==> src/rtl/lcd_scan_pkg.sv <==
package lcd_scan_pkg;

  // What the segment latch loads at a tick
  typedef enum logic [1:0] {
    ROW_PASS  = 2'd0,  // RAM row, optionally mirrored
    ROW_BLANK = 2'd1,  // all segments off
    ROW_FULL  = 2'd2   // all segments on (static drive, display on)
  } row_mode_e;

  function automatic row_mode_e pick_row_mode(input logic disp_on, input logic static_drive);
    if (!disp_on)     return ROW_BLANK;
    if (static_drive) return ROW_FULL;
    return ROW_PASS;
  endfunction

  function automatic logic is_power_save(input logic disp_on, input logic static_drive);
    return !disp_on && static_drive;
  endfunction

endpackage

==> src/rtl/lcd_line_ctr.sv <==
module lcd_line_ctr #(
  parameter int NUM_LINES = 32,
  parameter int LINE_W    = $clog2(NUM_LINES)
) (
  input  logic              clk,
  input  logic              rst_n,
  input  logic              line_tick,
  input  logic              hold,
  input  logic              duty_full,
  input  logic              resync,
  output logic [LINE_W-1:0] cur_line,
  output logic [LINE_W-1:0] next_line,
  output logic              wrap_evt
);
  localparam int HALF_LINES = NUM_LINES / 2;

  // Successor of a line within the selected frame length
  function automatic logic [LINE_W-1:0] step_line(input logic [LINE_W-1:0] cur, input logic full);
    int limit;
    limit = full ? NUM_LINES : HALF_LINES;
    if (int'(cur) >= limit - 1) return '0;
    return cur + 1'b1;
  endfunction

  logic primed;
  logic advance;

  assign next_line = primed ? step_line(cur_line, duty_full) : '0;
  assign advance   = line_tick && !hold;
  assign wrap_evt  = advance && (next_line == '0);

  always_ff @(posedge clk) begin
    if (!rst_n) begin
      cur_line <= '0;
      primed   <= 1'b0;
    end else if (resync) begin
      cur_line <= '0;
      primed   <= 1'b1;
    end else if (advance) begin
      cur_line <= next_line;
      primed   <= 1'b1;
    end
  end

  // a tick moves the line by one or restarts at 0
  a_r2_step: assert property (@(posedge clk) disable iff (!rst_n)
    (advance && !resync) |=> (cur_line == '0) || (cur_line == $past(cur_line) + 1'b1));

  // in power save the line position is frozen
  a_r8_hold: assert property (@(posedge clk) disable iff (!rst_n)
    (line_tick && hold && !resync) |=> $stable(cur_line));

  // a slave realignment lands on line 0
  a_r10_resync: assert property (@(posedge clk) disable iff (!rst_n)
    resync |=> cur_line == '0);

endmodule

==> src/rtl/lcd_frame_ac.sv <==
module lcd_frame_ac (
  input  logic clk,
  input  logic rst_n,
  input  logic master,
  input  logic fr_in,
  input  logic wrap_evt,
  output logic fr_q,
  output logic resync
);
  // A slave sees an FR edge as a difference between the pin and its copy
  assign resync = !master && (fr_in != fr_q);

  always_ff @(posedge clk) begin
    if (!rst_n)        fr_q <= 1'b0;
    else if (master) begin
      if (wrap_evt)    fr_q <= ~fr_q;
    end else           fr_q <= fr_in;
  end

  // the master keeps FR steady except at a frame start
  a_r9_fr_steady: assert property (@(posedge clk) disable iff (!rst_n)
    (master && !wrap_evt) |=> $stable(fr_q));

  // a slave copies the incoming FR one clock later
  a_r10_follow: assert property (@(posedge clk) disable iff (!rst_n)
    !master |=> fr_q == $past(fr_in));

endmodule

==> src/rtl/lcd_row_latch.sv <==
module lcd_row_latch
  import lcd_scan_pkg::*;
#(
  parameter int NUM_COLS = 80,
  parameter int NUM_COMS = 16,
  parameter int LINE_W   = 5
) (
  input  logic                clk,
  input  logic                rst_n,
  input  logic                line_tick,
  input  logic                disp_on,
  input  logic                static_drive,
  input  logic                seg_reverse,
  input  logic [NUM_COLS-1:0] row_data,
  input  logic [LINE_W-1:0]   next_line,
  output logic [NUM_COLS-1:0] seg_data,
  output logic [NUM_COMS-1:0] com_sel
);
  function automatic logic [NUM_COLS-1:0] mirror_row(input logic [NUM_COLS-1:0] row, input logic rev);
    logic [NUM_COLS-1:0] out;
    for (int i = 0; i < NUM_COLS; i++) out[i] = rev ? row[NUM_COLS-1-i] : row[i];
    return out;
  endfunction

  // Lines beyond the local commons decode to no select
  function automatic logic [NUM_COMS-1:0] com_decode(input logic [LINE_W-1:0] line);
    logic [NUM_COMS-1:0] out;
    for (int c = 0; c < NUM_COMS; c++) out[c] = (line == LINE_W'(c));
    return out;
  endfunction

  row_mode_e           mode;
  logic                dark;
  logic [NUM_COLS-1:0] seg_next;

  assign mode = pick_row_mode(disp_on, static_drive);
  assign dark = is_power_save(disp_on, static_drive);

  always_comb begin
    unique case (mode)
      ROW_BLANK: seg_next = '0;
      ROW_FULL:  seg_next = '1;
      default:   seg_next = mirror_row(row_data, seg_reverse);
    endcase
  end

  always_ff @(posedge clk) begin
    if (!rst_n) begin
      seg_data <= '0;
      com_sel  <= '0;
    end else if (line_tick) begin
      seg_data <= seg_next;
      com_sel  <= dark ? '0 : com_decode(next_line);
    end
  end

  // at most one common is active
  a_r2_onehot: assert property (@(posedge clk) disable iff (!rst_n) $onehot0(com_sel));

  // outputs move only on a line tick
  a_r11_quiet: assert property (@(posedge clk) disable iff (!rst_n)
    !line_tick |=> $stable(seg_data) && $stable(com_sel));

  // a power-save tick darkens commons and segments
  a_r8_dark: assert property (@(posedge clk) disable iff (!rst_n)
    (line_tick && !disp_on && static_drive) |=> (com_sel == '0) && (seg_data == '0));

endmodule

==> src/rtl/lcd_scan_timing.sv <==
module lcd_scan_timing
  import lcd_scan_pkg::*;
#(
  parameter int NUM_COLS  = 80,
  parameter int NUM_COMS  = 16,
  parameter int NUM_LINES = 32,
  localparam int LINE_W   = $clog2(NUM_LINES)
) (
  input  logic                clk,
  input  logic                rst_n,
  input  logic                line_tick,
  input  logic                master,
  input  logic                fr_in,
  input  logic                disp_on,
  input  logic                static_drive,
  input  logic                duty_full,
  input  logic                seg_reverse,
  input  logic [LINE_W-1:0]   start_line,
  output logic [LINE_W-1:0]   ram_rd_addr,
  input  logic [NUM_COLS-1:0] ram_rd_data,
  output logic [NUM_COLS-1:0] seg_data,
  output logic [NUM_COMS-1:0] com_sel,
  output logic                fr_out,
  output logic                fr_oe,
  output logic                power_save
);
  logic [LINE_W-1:0] cur_line;
  logic [LINE_W-1:0] next_line;
  logic              wrap_evt;
  logic              resync;

  assign power_save  = is_power_save(disp_on, static_drive);
  assign ram_rd_addr = start_line + next_line;  // wraps modulo the RAM depth
  assign fr_oe       = master;

  lcd_line_ctr #(.NUM_LINES(NUM_LINES), .LINE_W(LINE_W)) u_ctr (
    .clk       (clk),
    .rst_n     (rst_n),
    .line_tick (line_tick),
    .hold      (power_save),
    .duty_full (duty_full),
    .resync    (resync),
    .cur_line  (cur_line),
    .next_line (next_line),
    .wrap_evt  (wrap_evt)
  );

  lcd_frame_ac u_fr (
    .clk      (clk),
    .rst_n    (rst_n),
    .master   (master),
    .fr_in    (fr_in),
    .wrap_evt (wrap_evt),
    .fr_q     (fr_out),
    .resync   (resync)
  );

  lcd_row_latch #(.NUM_COLS(NUM_COLS), .NUM_COMS(NUM_COMS), .LINE_W(LINE_W)) u_latch (
    .clk          (clk),
    .rst_n        (rst_n),
    .line_tick    (line_tick),
    .disp_on      (disp_on),
    .static_drive (static_drive),
    .seg_reverse  (seg_reverse),
    .row_data     (ram_rd_data),
    .next_line    (next_line),
    .seg_data     (seg_data),
    .com_sel      (com_sel)
  );

  // a master FR change coincides with the scan sitting on line 0
  a_r9_fr_at_top: assert property (@(posedge clk) disable iff (!rst_n)
    (master && $past(master) && !$stable(fr_out)) |-> cur_line == '0);

  // a line past the local commons leaves every common inactive
  a_r3_upper_dark: assert property (@(posedge clk) disable iff (!rst_n)
    (line_tick && (int'(next_line) >= NUM_COMS)) |=> com_sel == '0);

endmodule

==> config.mk <==
export PLATFORM = sky130hd
export DESIGN_NAME = lcd_scan_timing
export DESIGN_NICKNAME = d
export VERILOG_FILES = /design/src/rtl/lcd_scan_pkg.sv /design/src/rtl/lcd_line_ctr.sv /design/src/rtl/lcd_frame_ac.sv /design/src/rtl/lcd_row_latch.sv /design/src/rtl/lcd_scan_timing.sv
export SDC_FILE = /design/constraint.sdc
export NUM_CORES = 1
export LEC_CHECK = 0
export BUFFER_PORTS_ARGS = -buffer_cell sky130_fd_sc_hd__clkbuf_2
export CAP_MARGIN = 10
export CORE_MARGIN = 2
export CORE_UTILIZATION = 40
export CTS_CLUSTER_DIAMETER = 100
export DETAILED_ROUTE_END_ITERATION = 10
export PLACE_DENSITY_LB_ADDON = 0.05
export SLEW_MARGIN = 20
export SYNTH_ARGS = -nofsm -noshare
export SYNTH_HDL_FRONTEND = slang
export SYNTH_SLANG_ARGS = --single-unit
==> constraint.sdc <==
create_clock -name clk -period 2.72 [get_ports clk]
set_clock_uncertainty 0.2 [all_clocks]
set_input_delay 0.272 -clock clk [delete_from_list [all_inputs] [get_ports clk]]
set_output_delay 0.272 -clock clk [all_outputs]
set_load 0.01 [all_outputs]
==> results.json, run 1 <==
{
  "synth_simple_gate_area_share_pct": 11.0,
  "setup_violations": 2,
  "path_class": "register to output pin",
  "grt_pass1_vias": 4668,
  "cts.sinks": 103,
  "first_iter_violations": 285,
  "synth_compound_area_share_pct": 26.5,
  "r2r-start": "u_ctr.cur_line[4]",
  "synth_xor_area_share_pct": 1.74,
  "synth_nets": 692,
  "synth_warnings": 0,
  "p_per_area_mw_per_mm2": 506,
  "routed_wl_um": 15600,
  "layout-drive-gt1-share_pct": 42.9,
  "fin_ws_ps": -278,
  "finalHoldViolations": 0,
  "dr.pass1.iters": 4,
  "dieArea_sq_mm": 0.0146,
  "grt_pass1_wl_um": 24200,
  "wire_per_inst_um": 16.6,
  "synthTopCellsByArea": "dfxtp_1 (38%), mux2_2 (17%), a21boi_0 (11%)",
  "rsz0062_at_grt": "yes",
  "synth_top_cell_by_area": "dfxtp_1",
  "crit_start": "u_ctr.cur_line[4]",
  "syn_inst": 592,
  "start_util_pct": 41.0,
  "status": "finished, violations left",
  "synth_top_family_by_area": "compound AO/OA/AOI/OAI gates",
  "core_sq_mm": 0.0133,
  "port-buffer-count": 197,
  "synth.avg_cell_area_sq_um": 9.21,
  "pre_cts_slack_ps": -104,
  "max_freq_mhz": 334,
  "fin_nets": 860,
  "synthToLayoutAreaGrowth_pct": 27.6,
  "ys_types": 42,
  "synthAdderAreaFrac_pct": 1.52,
  "cap_violations": 0,
  "ant_nets": 0,
  "n_antenna_cell": 0,
  "clock_path_buffers": 2,
  "grtUsageTotal_pct": 20.8,
  "clkTransAtPathRegs_ps": 70,
  "leakagePower_nw": 2.79,
  "arrival_ps": 2530,
  "finalCritPeriodShare_pct": 110,
  "violations": "negative setup slack",
  "gp_congestion": 0.899,
  "peakVddDrop_mv": 0.224,
  "pin_count": 198,
  "min_period_ps": 3000,
  "numCtsBuffers": 9,
  "timing.hold.ws_ps": 76.9,
  "fin_util_pct": 52.3,
  "ys_ff_latch": 103,
  "ys_top_cells_by_count": "dfxtp_1 (103), nand2_1 (90), a21boi_0 (81), mux2_2 (80), o211ai_1 (80)",
  "clock_latency_ps": 340,
  "fp.dieH_um": 121,
  "synth_seq_area_share_pct": 37.8,
  "overflow": 0,
  "dp_hpwl_um": 10600,
  "die_x_um": 121,
  "drc_errors": 0,
  "end_kind": "output pin",
  "cts_tree": "built",
  "cp_max_fo": 2,
  "yosysMostFrequentCell": "dfxtp_1",
  "drv_slew": 0,
  "syn_area_sq_mm": 0.00545,
  "synth_top_area_share_pct": 37.8,
  "root_buffer": "clkbuf_16",
  "ctsHtreeMaxLevel": 3,
  "rows": 42,
  "num_vias": 5012,
  "tightestPinTransition_ps": 853,
  "cp-start-kind": "register",
  "synthArstFlopShare_pct": 0,
  "synthMuxAreaShare_pct": 16.5,
  "synth-edff-count": 0,
  "grt_max_degree": 81,
  "required_ps": 2250,
  "antenna_found_initial": 0,
  "viasPerCell": 5.33,
  "holdCritPathClass": "primary input to register",
  "worstHoldStart": "fr_in",
  "yosys_most_used_dff": "dfxtp_1",
  "slew-limit-headroom_pct": 43.1
}
-- power by group --
part	switching, mW	total [mW]	internal (mW)
registers	0.0377	1.61	1.58
logic	0.331	0.619	0.288
clock network	0.579	1.29	0.711
total	0.948	3.52	2.58
-- metal layers --
| layer | track usage (%) | vias to the layer above | wire length [um] |
|---|---|---|---|
| li1 | - | 2488 | - |
| met5 | 0 | - | 0 |
| met1 | 26.4 | 2377 | 6800 |
| met3 | 5.14 | 15 | 994 |
| met4 | 6.61 | 0 | 219 |
| met2 | 34.7 | 132 | 7580 |
-- final cells by class --
type / instances / area [sq um]
clock buffer: 10 / 229
sequential: 103 / 2060
tap: 176 / 220
multi-input combinational: 424 / 3210
timing repair buffer: 216 / 1150
fill: 1300 / 6340
clock inverter: 6 / 61.3
inverter: 6 / 22.5
-- worst paths after layout --
check        cells past startpoint                   to  slack [ps]
min reg2reg                      2  u_latch.com_sel[12]         270
max                             10       ram_rd_addr[4]        -280
max reg2reg                      8            u_fr.fr_q         540
min                              3            u_fr.fr_q          80
-- logic make-up (layout without fill, tap and decap cells) --
| kind of cell | after synthesis | in the layout |
|---|---|---|
| buffers and inverters | 65 | 238 |
| adders and majority gates | 6 | 6 |
| xor gates and xnor gates | 10 | 10 |
| and+or+nand+nor | 135 | 135 |
| DFF | 103 | 103 |
| AOI/OAI and AO/OA | 193 | 193 |
| muxes | 80 | 80 |
-- cells in the final DEF (no fill, tap or decap), types with 3 or more instances in the layout --
cell | synthesis | final
buf_4 | 1 | 18
nor2b_1 | 7 | 7
buf_2 | 9 | 4
nor2_1 | 9 | 7
o21ai_0 | 3 | 3
clkbuf_2 | 0 | 192
xor2_1 | 4 | 4
nor4_1 | 3 | 3
inv_1 | 6 | 5
a22oi_1 | 6 | 6
clkinv_2 | 0 | 3
a21oi_1 | 7 | 5
xnor2_1 | 5 | 4
a21boi_0 | 81 | 81
o211ai_1 | 80 | 80
o2bb2ai_1 | 6 | 6
or4_1 | 3 | 3
clkbuf_16 | 0 | 9
dfxtp_1 | 103 | 102
nand2_1 | 90 | 90
nor3_1 | 3 | 3
and2_1 | 9 | 8
mux2_2 | 80 | 80
ha_4 | 0 | 3
-- stage by stage --
step | setup TNS [ps] | power [mW] | instance area [sq um] | cells
after floorplan | 0 | 2.02 | 5450 | 592
after global placement | -66.7 | 2.25 | 6560 | 923
after detailed placement | -104 | 2.26 | 6560 | 923
after CTS | -271 | 3.56 | 6920 | 940
after global routing | -603 | 3.68 | 6960 | 941
final | -372 | 3.52 | 6960 | 941
-- sequential cells by signal, indices dropped and copies added, names as in the netlist --
| register | cells |
|---|---|
| u_latch.seg_data | 80 |
| u_latch.com_sel | 16 |
| u_ctr.cur_line | 5 |
| u_ctr.primed | 1 |
| u_fr.fr_q | 1 |
-- worst max-delay path, stage by stage (launching register included) --
cell and delay (ps):
dfxtp_2 340, ha_4 260, nand4_1 120, nor3b_4 190, and2_4 150, fa_2 340
a21o_1 180, a21oi_2 160, xor2_1 190, xnor2_1 130, buf_2 140
-- repair_timing --
item                                    in CTS  in global routing
buffers inserted                             0                  1
endpoints found under the hold margin        1                  0
endpoints found under the setup margin       2                  3
resized for setup                           13                  7
hold buffers                                 1                  0
pin swaps                                    9                  3
Note: power is estimated with default switching activity, not from simulation.
==> run 2: changes to the inputs <==
--- a/config.mk
+++ b/config.mk
@@ -11,6 +11,7 @@
 export CORE_UTILIZATION = 40
 export CTS_CLUSTER_DIAMETER = 100
 export DETAILED_ROUTE_END_ITERATION = 10
+export MAX_ROUTING_LAYER = met4
 export PLACE_DENSITY_LB_ADDON = 0.05
 export SLEW_MARGIN = 20
 export SYNTH_ARGS = -nofsm -noshare
==> run 2 against run 1 <==
Against the previous run: the run still ends with negative setup slack left; sequential share of layout area shrank 0.16 points; utilization grew 0.32 points; non-clock buffer count grew 2; power grew 0.92%; first-iteration DRC count shrank 16%; highest routed layer unchanged; via count grew 1.2%; cell count grew 0.21%; critical endpoint unchanged; count of clock-buffer cells in the layout grew 1.
==> results.json, run 2 (synthesis results as in run 1) <==
{
  "status": "finished, violations left",
  "violations": "negative setup slack",
  "grt_max_degree": 81,
  "arrival_ps": 2490,
  "slew-limit-headroom_pct": 42.9,
  "dr.pass1.iters": 4,
  "routed_wl_um": 16000,
  "drc_errors": 0,
  "port-buffer-count": 197,
  "holdCritPathClass": "primary input to register",
  "finalCritPeriodShare_pct": 109,
  "first_iter_violations": 240,
  "path_class": "register to output pin",
  "fp.dieH_um": 121,
  "pin_count": 198,
  "cap_violations": 0,
  "grt_pass1_vias": 4886,
  "p_clk_share_pct": 37.1,
  "wire_per_inst_um": 16.9,
  "ctsHtreeMaxLevel": 3,
  "root_buffer": "clkbuf_16",
  "r2r-start": "u_ctr.cur_line[4]",
  "n_antenna_cell": 0,
  "grtUsageTotal_pct": 22.4,
  "cp-start-kind": "register",
  "viasPerCell": 5.38,
  "cp_max_fo": 2,
  "whs_path_depth": 3,
  "worstHoldStart": "fr_in",
  "layout-drive-gt1-share_pct": 43.2,
  "clock_path_buffers": 2,
  "peakVddDrop_mv": 0.258,
  "leakagePower_nw": 2.80,
  "sw_frac_of_total_pct": 26.8,
  "setup_violations": 2,
  "rsz0062_at_grt": "yes",
  "finalInstanceArea_sq_mm": 0.00700,
  "largest_reg_flops": 80,
  "layout_common_cells": "clkbuf_2 (192), dfxtp_1 (101), nand2_1 (90), a21boi_0 (81)",
  "num_vias": 5070,
  "switching_power_mw": 0.952,
  "drv_slew": 0,
  "reg_top3": "u_latch.seg_data x80, u_latch.com_sel x16, u_ctr.cur_line x5",
  "final_common_cell": "clkbuf_2",
  "fin_nets": 862,
  "dieArea_sq_mm": 0.0146,
  "synthToLayoutAreaGrowth_pct": 28.4,
  "rows": 42,
  "clkTransAtPathRegs_ps": 70,
  "clock_latency_ps": 360,
  "reg2reg_depth": 8,
  "numCtsBuffers": 9,
  "dp_hpwl_um": 10900,
  "grt_pass1_wl_um": 25100,
  "max_freq_mhz": 338,
  "overflow": 0,
  "die_x_um": 121,
  "finalHoldViolations": 0,
  "min_period_ps": 2960,
  "p_seq_share_pct": 45.4,
  "cts_tree": "built",
  "timing.rr.end": "u_latch.com_sel[5]",
  "pre_cts_slack_ps": -97.4,
  "intPower_mw": 2.60,
  "largest_register": "u_latch.seg_data",
  "place_area_sq_mm": 0.00658,
  "antenna_found_initial": 0,
  "core_sq_mm": 0.0133,
  "ant_nets": 0,
  "start_util_pct": 41.0,
  "tightestPinTransition_ps": 856,
  "fin_ws_ps": -237,
  "setup_tns_ps": -316,
  "required_ps": 2250,
  "r2r_slack_ps": 520,
  "p_per_area_mw_per_mm2": 508,
  "pwr-share-comb_pct": 17.5,
  "worstHoldEndpoint": "u_fr.fr_q",
  "gp_congestion": 0.897,
  "cts.sinks": 103,
  "end_kind": "output pin"
}
==> run 2: cell type report <==
| type | count | area [sq um] |
|---|---|---|
| clock buffers | 11 | 243 |
| clock inverters | 5 | 57.6 |
| fillers | 1284 | 6300 |
| inverters | 6 | 22.5 |
| multi-input cells | 424 | 3210 |
| flip-flops and latches | 103 | 2060 |
| well taps | 176 | 220 |
| repair buffers | 218 | 1180 |
==> run 2: worst max path at each step <==
stage | start | to | slack (ps)
2_1_floorplan | u_ctr.cur_line[4] | ram_rd_addr[4] | 80
3_3_place_gp | duty_full | ram_rd_addr[4] | -70
3_5_place_dp | duty_full | ram_rd_addr[4] | -100
4_1_cts | u_ctr.cur_line[4] | ram_rd_addr[4] | -290
5_1_grt | u_ctr.cur_line[4] | ram_rd_addr[4] | -380
6_report | u_ctr.cur_line[4] | ram_rd_addr[4] | -240
==> run 2: through the flow <==
stage	utilization [%]	cells	hold slack, ps	power, mW
after floorplan	-	592	173	2.02
after global placement	49.5	924	254	2.25
after detailed placement	49.5	924	260	2.26
after CTS	52.3	941	59.1	3.59
after global routing	52.6	943	92.4	3.72
final	52.6	943	62.5	3.56
==> run 2: layer usage <==
| metal | GRT usage [%] | part of all wire (%) | vias up |
|---|---|---|---|
| met1 | 27.2 | 44 | 2433 |
| met3 | 5.47 | 5.4 | 20 |
| met4 | 7.05 | 1.7 | 0 |
| met5 | - | 0 | - |
| met2 | 36.6 | 49 | 131 |
| li1 | - | - | 2486 |
==> run 2: worst max-delay path: stages (launching register included) <==
cell,delay (ps)
dfxtp_2,340
ha_4,250
nand4_1,120
nor3b_4,190
and2_4,140
fa_2,340
a21o_1,170
a21oi_2,130
xor2_1,180
xnor2_1,130
buf_2,140
==> run 2: repair_timing <==
| action | CTS | global route |
|---|---|---|
| setup endpoints to repair | 3 | 3 |
| hold endpoints to repair | 1 | 0 |
| hold buffers | 1 | 0 |
| gates cloned | 0 | 0 |
| setup buffers | 0 | 2 |
| gates resized for setup | 14 | 8 |
| pin swaps | 10 | 6 |
==> run 2: power by group through the flow <==
stage / Combinational, mW / Clock, mW / Sequential, mW
after floorplan: 0.342 / 0 / 1.67
after global placement: 0.604 / 0 / 1.64
after detailed placement: 0.613 / 0 / 1.65
after CTS: 0.626 / 1.35 / 1.61
after global routing: 0.687 / 1.41 / 1.62
final: 0.624 / 1.32 / 1.61
==> run 3: changes to the inputs <==
--- a/config.mk
+++ b/config.mk
@@ -16,4 +16,5 @@
 export SLEW_MARGIN = 20
 export SYNTH_ARGS = -nofsm -noshare
 export SYNTH_HDL_FRONTEND = slang
+export SYNTH_HIERARCHICAL = 1
 export SYNTH_SLANG_ARGS = --single-unit
==> run 3 against run 2 <==
Against the previous run: the run still ends with negative setup slack left; first-iteration DRC count is 4.2% lower; power shrank 0.46%; final area down 1.3%; cell count rose by 2.5%; critical path depth is 1 higher; clock power about the same; fmax is 3.8% higher; worst hold slack got worse by 54 ps; critical path type unchanged.
==> results.json, run 3 <==
{
  "setup_violations": 2,
  "n_antenna_cell": 0,
  "synth_top_area_share_pct": 39.5,
  "first_iter_violations": 230,
  "cp_num_buf_inv": 2,
  "ys_ff_latch": 103,
  "clock_latency_ps": 350,
  "pre_cts_slack_ps": -8.65,
  "fin_ws_ps": -129,
  "leakagePower_nw": 2.88,
  "root_buffer": "clkbuf_16",
  "end_kind": "output pin",
  "synth-edff-count": 0,
  "cpPeakStageDelay_ps": 350,
  "synthArstFlopShare_pct": 0,
  "synth_nets": 688,
  "register_area_sq_mm": 0.00207,
  "synthToLayoutAreaGrowth_pct": 32.4,
  "yosysMostFrequentCell": "dfxtp_1",
  "ys_top_cells_by_count": "dfxtp_1 (103), nand2_1 (96), o21ai_1 (92), nor2b_1 (85), a211oi_2 (55)",
  "cts_tree": "built",
  "p_per_area_mw_per_mm2": 512,
  "holdCritPathClass": "primary input to register",
  "synth_top_cell_by_area": "dfxtp_1",
  "routed_wl_um": 14500,
  "path_class": "register to output pin",
  "ctsHtreeMaxLevel": 3,
  "violations": "negative setup slack",
  "cp-start-kind": "register",
  "syn_area_sq_mm": 0.00522,
  "largest_register": "u_latch/seg_data",
  "multi_input_area_sq_mm": 0.00290,
  "r2r_slack_ps": 360,
  "ys_types": 42,
  "cap_violations": 0,
  "fin_util_pct": 54.5,
  "synth.avg_cell_area_sq_um": 8.89,
  "fin_nets": 891,
  "status": "finished, violations left",
  "clkTransAtPathRegs_ps": 70,
  "cp-endpoint": "ram_rd_addr[4]",
  "timing.rr.end": "u_latch/com_sel[1]",
  "num-fill-cells": 1218,
  "r2r-start": "u_ctr/cur_line[0]",
  "grt_pass1_wl_um": 22800,
  "ant_nets": 0,
  "reg_top3": "u_latch/seg_data x80, u_latch/com_sel x16, u_ctr/cur_line x5",
  "layout-drive-gt1-share_pct": 40.3,
  "max_freq_mhz": 351,
  "final_common_cell": "clkbuf_2",
  "port-buffer-count": 197,
  "dr.pass1.iters": 4,
  "reg2reg_depth": 8,
  "required_ps": 2250,
  "gp_congestion": 0.891,
  "cp_max_fo": 2,
  "clock_path_buffers": 2,
  "core_sq_mm": 0.0127,
  "place_area_sq_mm": 0.00625,
  "setup_tns_ps": -219,
  "finalInstanceArea_sq_mm": 0.00691,
  "num_vias": 4856,
  "dieArea_sq_mm": 0.0140,
  "timing.hold.ws_ps": 8.30,
  "arrival_ps": 2380,
  "crit_family": "adder cells",
  "cp_slowest_cell": "fa_2",
  "drc_errors": 0,
  "start_util_pct": 41.2,
  "finalHoldViolations": 0,
  "viasPerCell": 5.02,
  "grt_max_degree": 56,
  "finalCritPeriodShare_pct": 105,
  "grt_pass1_vias": 4624,
  "overflow": 0,
  "rows": 41,
  "drv_slew": 0,
  "path_cells": "ha_4, and2b_2, o21ai_4, nor2_2, ha_2, inv_2, fa_2, nand2b_4, a21oi_2, xnor2_1, buf_2",
  "dp_hpwl_um": 10300,
  "cts.sinks": 103,
  "synthTopCellsByArea": "dfxtp_1 (40%), a211oi_2 (13%), nor2b_1 (10%)",
  "layout_common_cells": "clkbuf_2 (193), dfxtp_1 (100), nand2_1 (96), o21ai_1 (92), nor2b_1 (84)",
  "crit_start": "u_ctr/cur_line[4]",
  "wire_per_inst_um": 15.0,
  "largest_reg_flops": 80,
  "synth_warnings": 6,
  "cp.depth": 11,
  "numCtsBuffers": 9,
  "min_period_ps": 2850,
  "slew-limit-headroom_pct": 57.6,
  "pin_count": 198,
  "tightestPinTransition_ps": 636,
  "grtUsageTotal_pct": 20.8,
  "die_x_um": 118,
  "yosys_most_used_dff": "dfxtp_1",
  "fp.dieH_um": 118,
  "synth_seq_area_share_pct": 39.5,
  "antenna_found_initial": 0,
  "syn_inst": 587,
  "rsz0062_at_grt": "yes",
  "peakVddDrop_mv": 0.256
}
-- run 3: cell types whose count changed after synthesis, sizes merged, moves of 4 or more --
cell	change
mux2	-80
o211ai	-80
a21boi	-82
nand3	+4
nand2	+5
o2bb2ai	-6
a22oi	-6
a211oi	+80
nor2b	+79
clkbuf	-22
and2	-8
a22o	+5
o21ai	+92
buf	+12
-- run 3: power by group --
part / switching, mW / internal [mW] / leakage (nW)
sequential: 0.0371 / 1.58 / 0.844
clock: 0.596 / 0.714 / 0.138
combinational: 0.338 / 0.278 / 1.90
-- run 3: timing repair --
action	in CTS	in global routing
endpoints found under the setup margin	3	4
endpoints found under the hold margin	19	0
pin swaps	9	4
resized for setup	15	9
hold buffers	19	0
setup buffers	6	2
-- run 3: how the worst min path moves through the flow --
stage	startpoint	to	cells past startpoint
after floorplan	master	u_fr/fr_q	1
after global placement	u_latch/seg_data[77]	u_latch/seg_data[77]	2
after detailed placement	u_latch/seg_data[37]	u_latch/seg_data[37]	2
after CTS	ram_rd_data[10]	u_latch/seg_data[69]	3
after global routing	ram_rd_data[65]	u_latch/seg_data[14]	3
final	ram_rd_data[10]	u_latch/seg_data[69]	3
-- run 3: final cells by class --
| cell class | count | area share [%] |
|---|---|---|
| Sequential cell | 103 | 29.9 |
| Tap cell | 172 | 3.12 |
| Clock inverter | 7 | 1.03 |
| Timing Repair Buffer | 241 | 20.2 |
| Inverter | 8 | 0.435 |
| Clock buffer | 9 | 3.26 |
| Multi-Input combinational cell | 427 | 42.0 |
-- run 3: kinds of logic (layout without fill, tap and decap cells) --
family,Yosys count,after routing,synth area share [%]
adders and majority gates,7,7,1.82
and+or+nand+nor,217,217,21.4
xor gates and xnor gates,10,10,1.68
AOI/OAI and AO/OA,193,193,28.6
DFF,103,103,39.5
buffers and inverters,57,265,7.03
-- run 3: stage by stage --
step	total power, mW	instances
after detailed placement	2.23	924
after global routing	3.70	967
after global placement	2.21	924
final	3.54	967
after floorplan	2.00	587
after CTS	3.58	965
-- run 3: layer usage --
layer  global-route usage [%]  share of wire [%]  vias to the layer above
met5                        -                  0                        -
met4                     8.28                2.4                        0
met3                     4.83                6.0                       21
met2                     33.6                 48                      146
met1                     25.1                 44                     2235
li1                         -                  -                     2454
-- run 3: worst reg2reg max path, delay by kind of cell (launching register included) --
family / cells / cell delay, ps
AOI/OAI and AO/OA: 1 / 140
DFF: 1 / 380
and+or+nand+nor: 4 / 1000
buffers and inverters: 1 / 140
xor gates and xnor gates: 1 / 260
adders and majority gates: 1 / 180
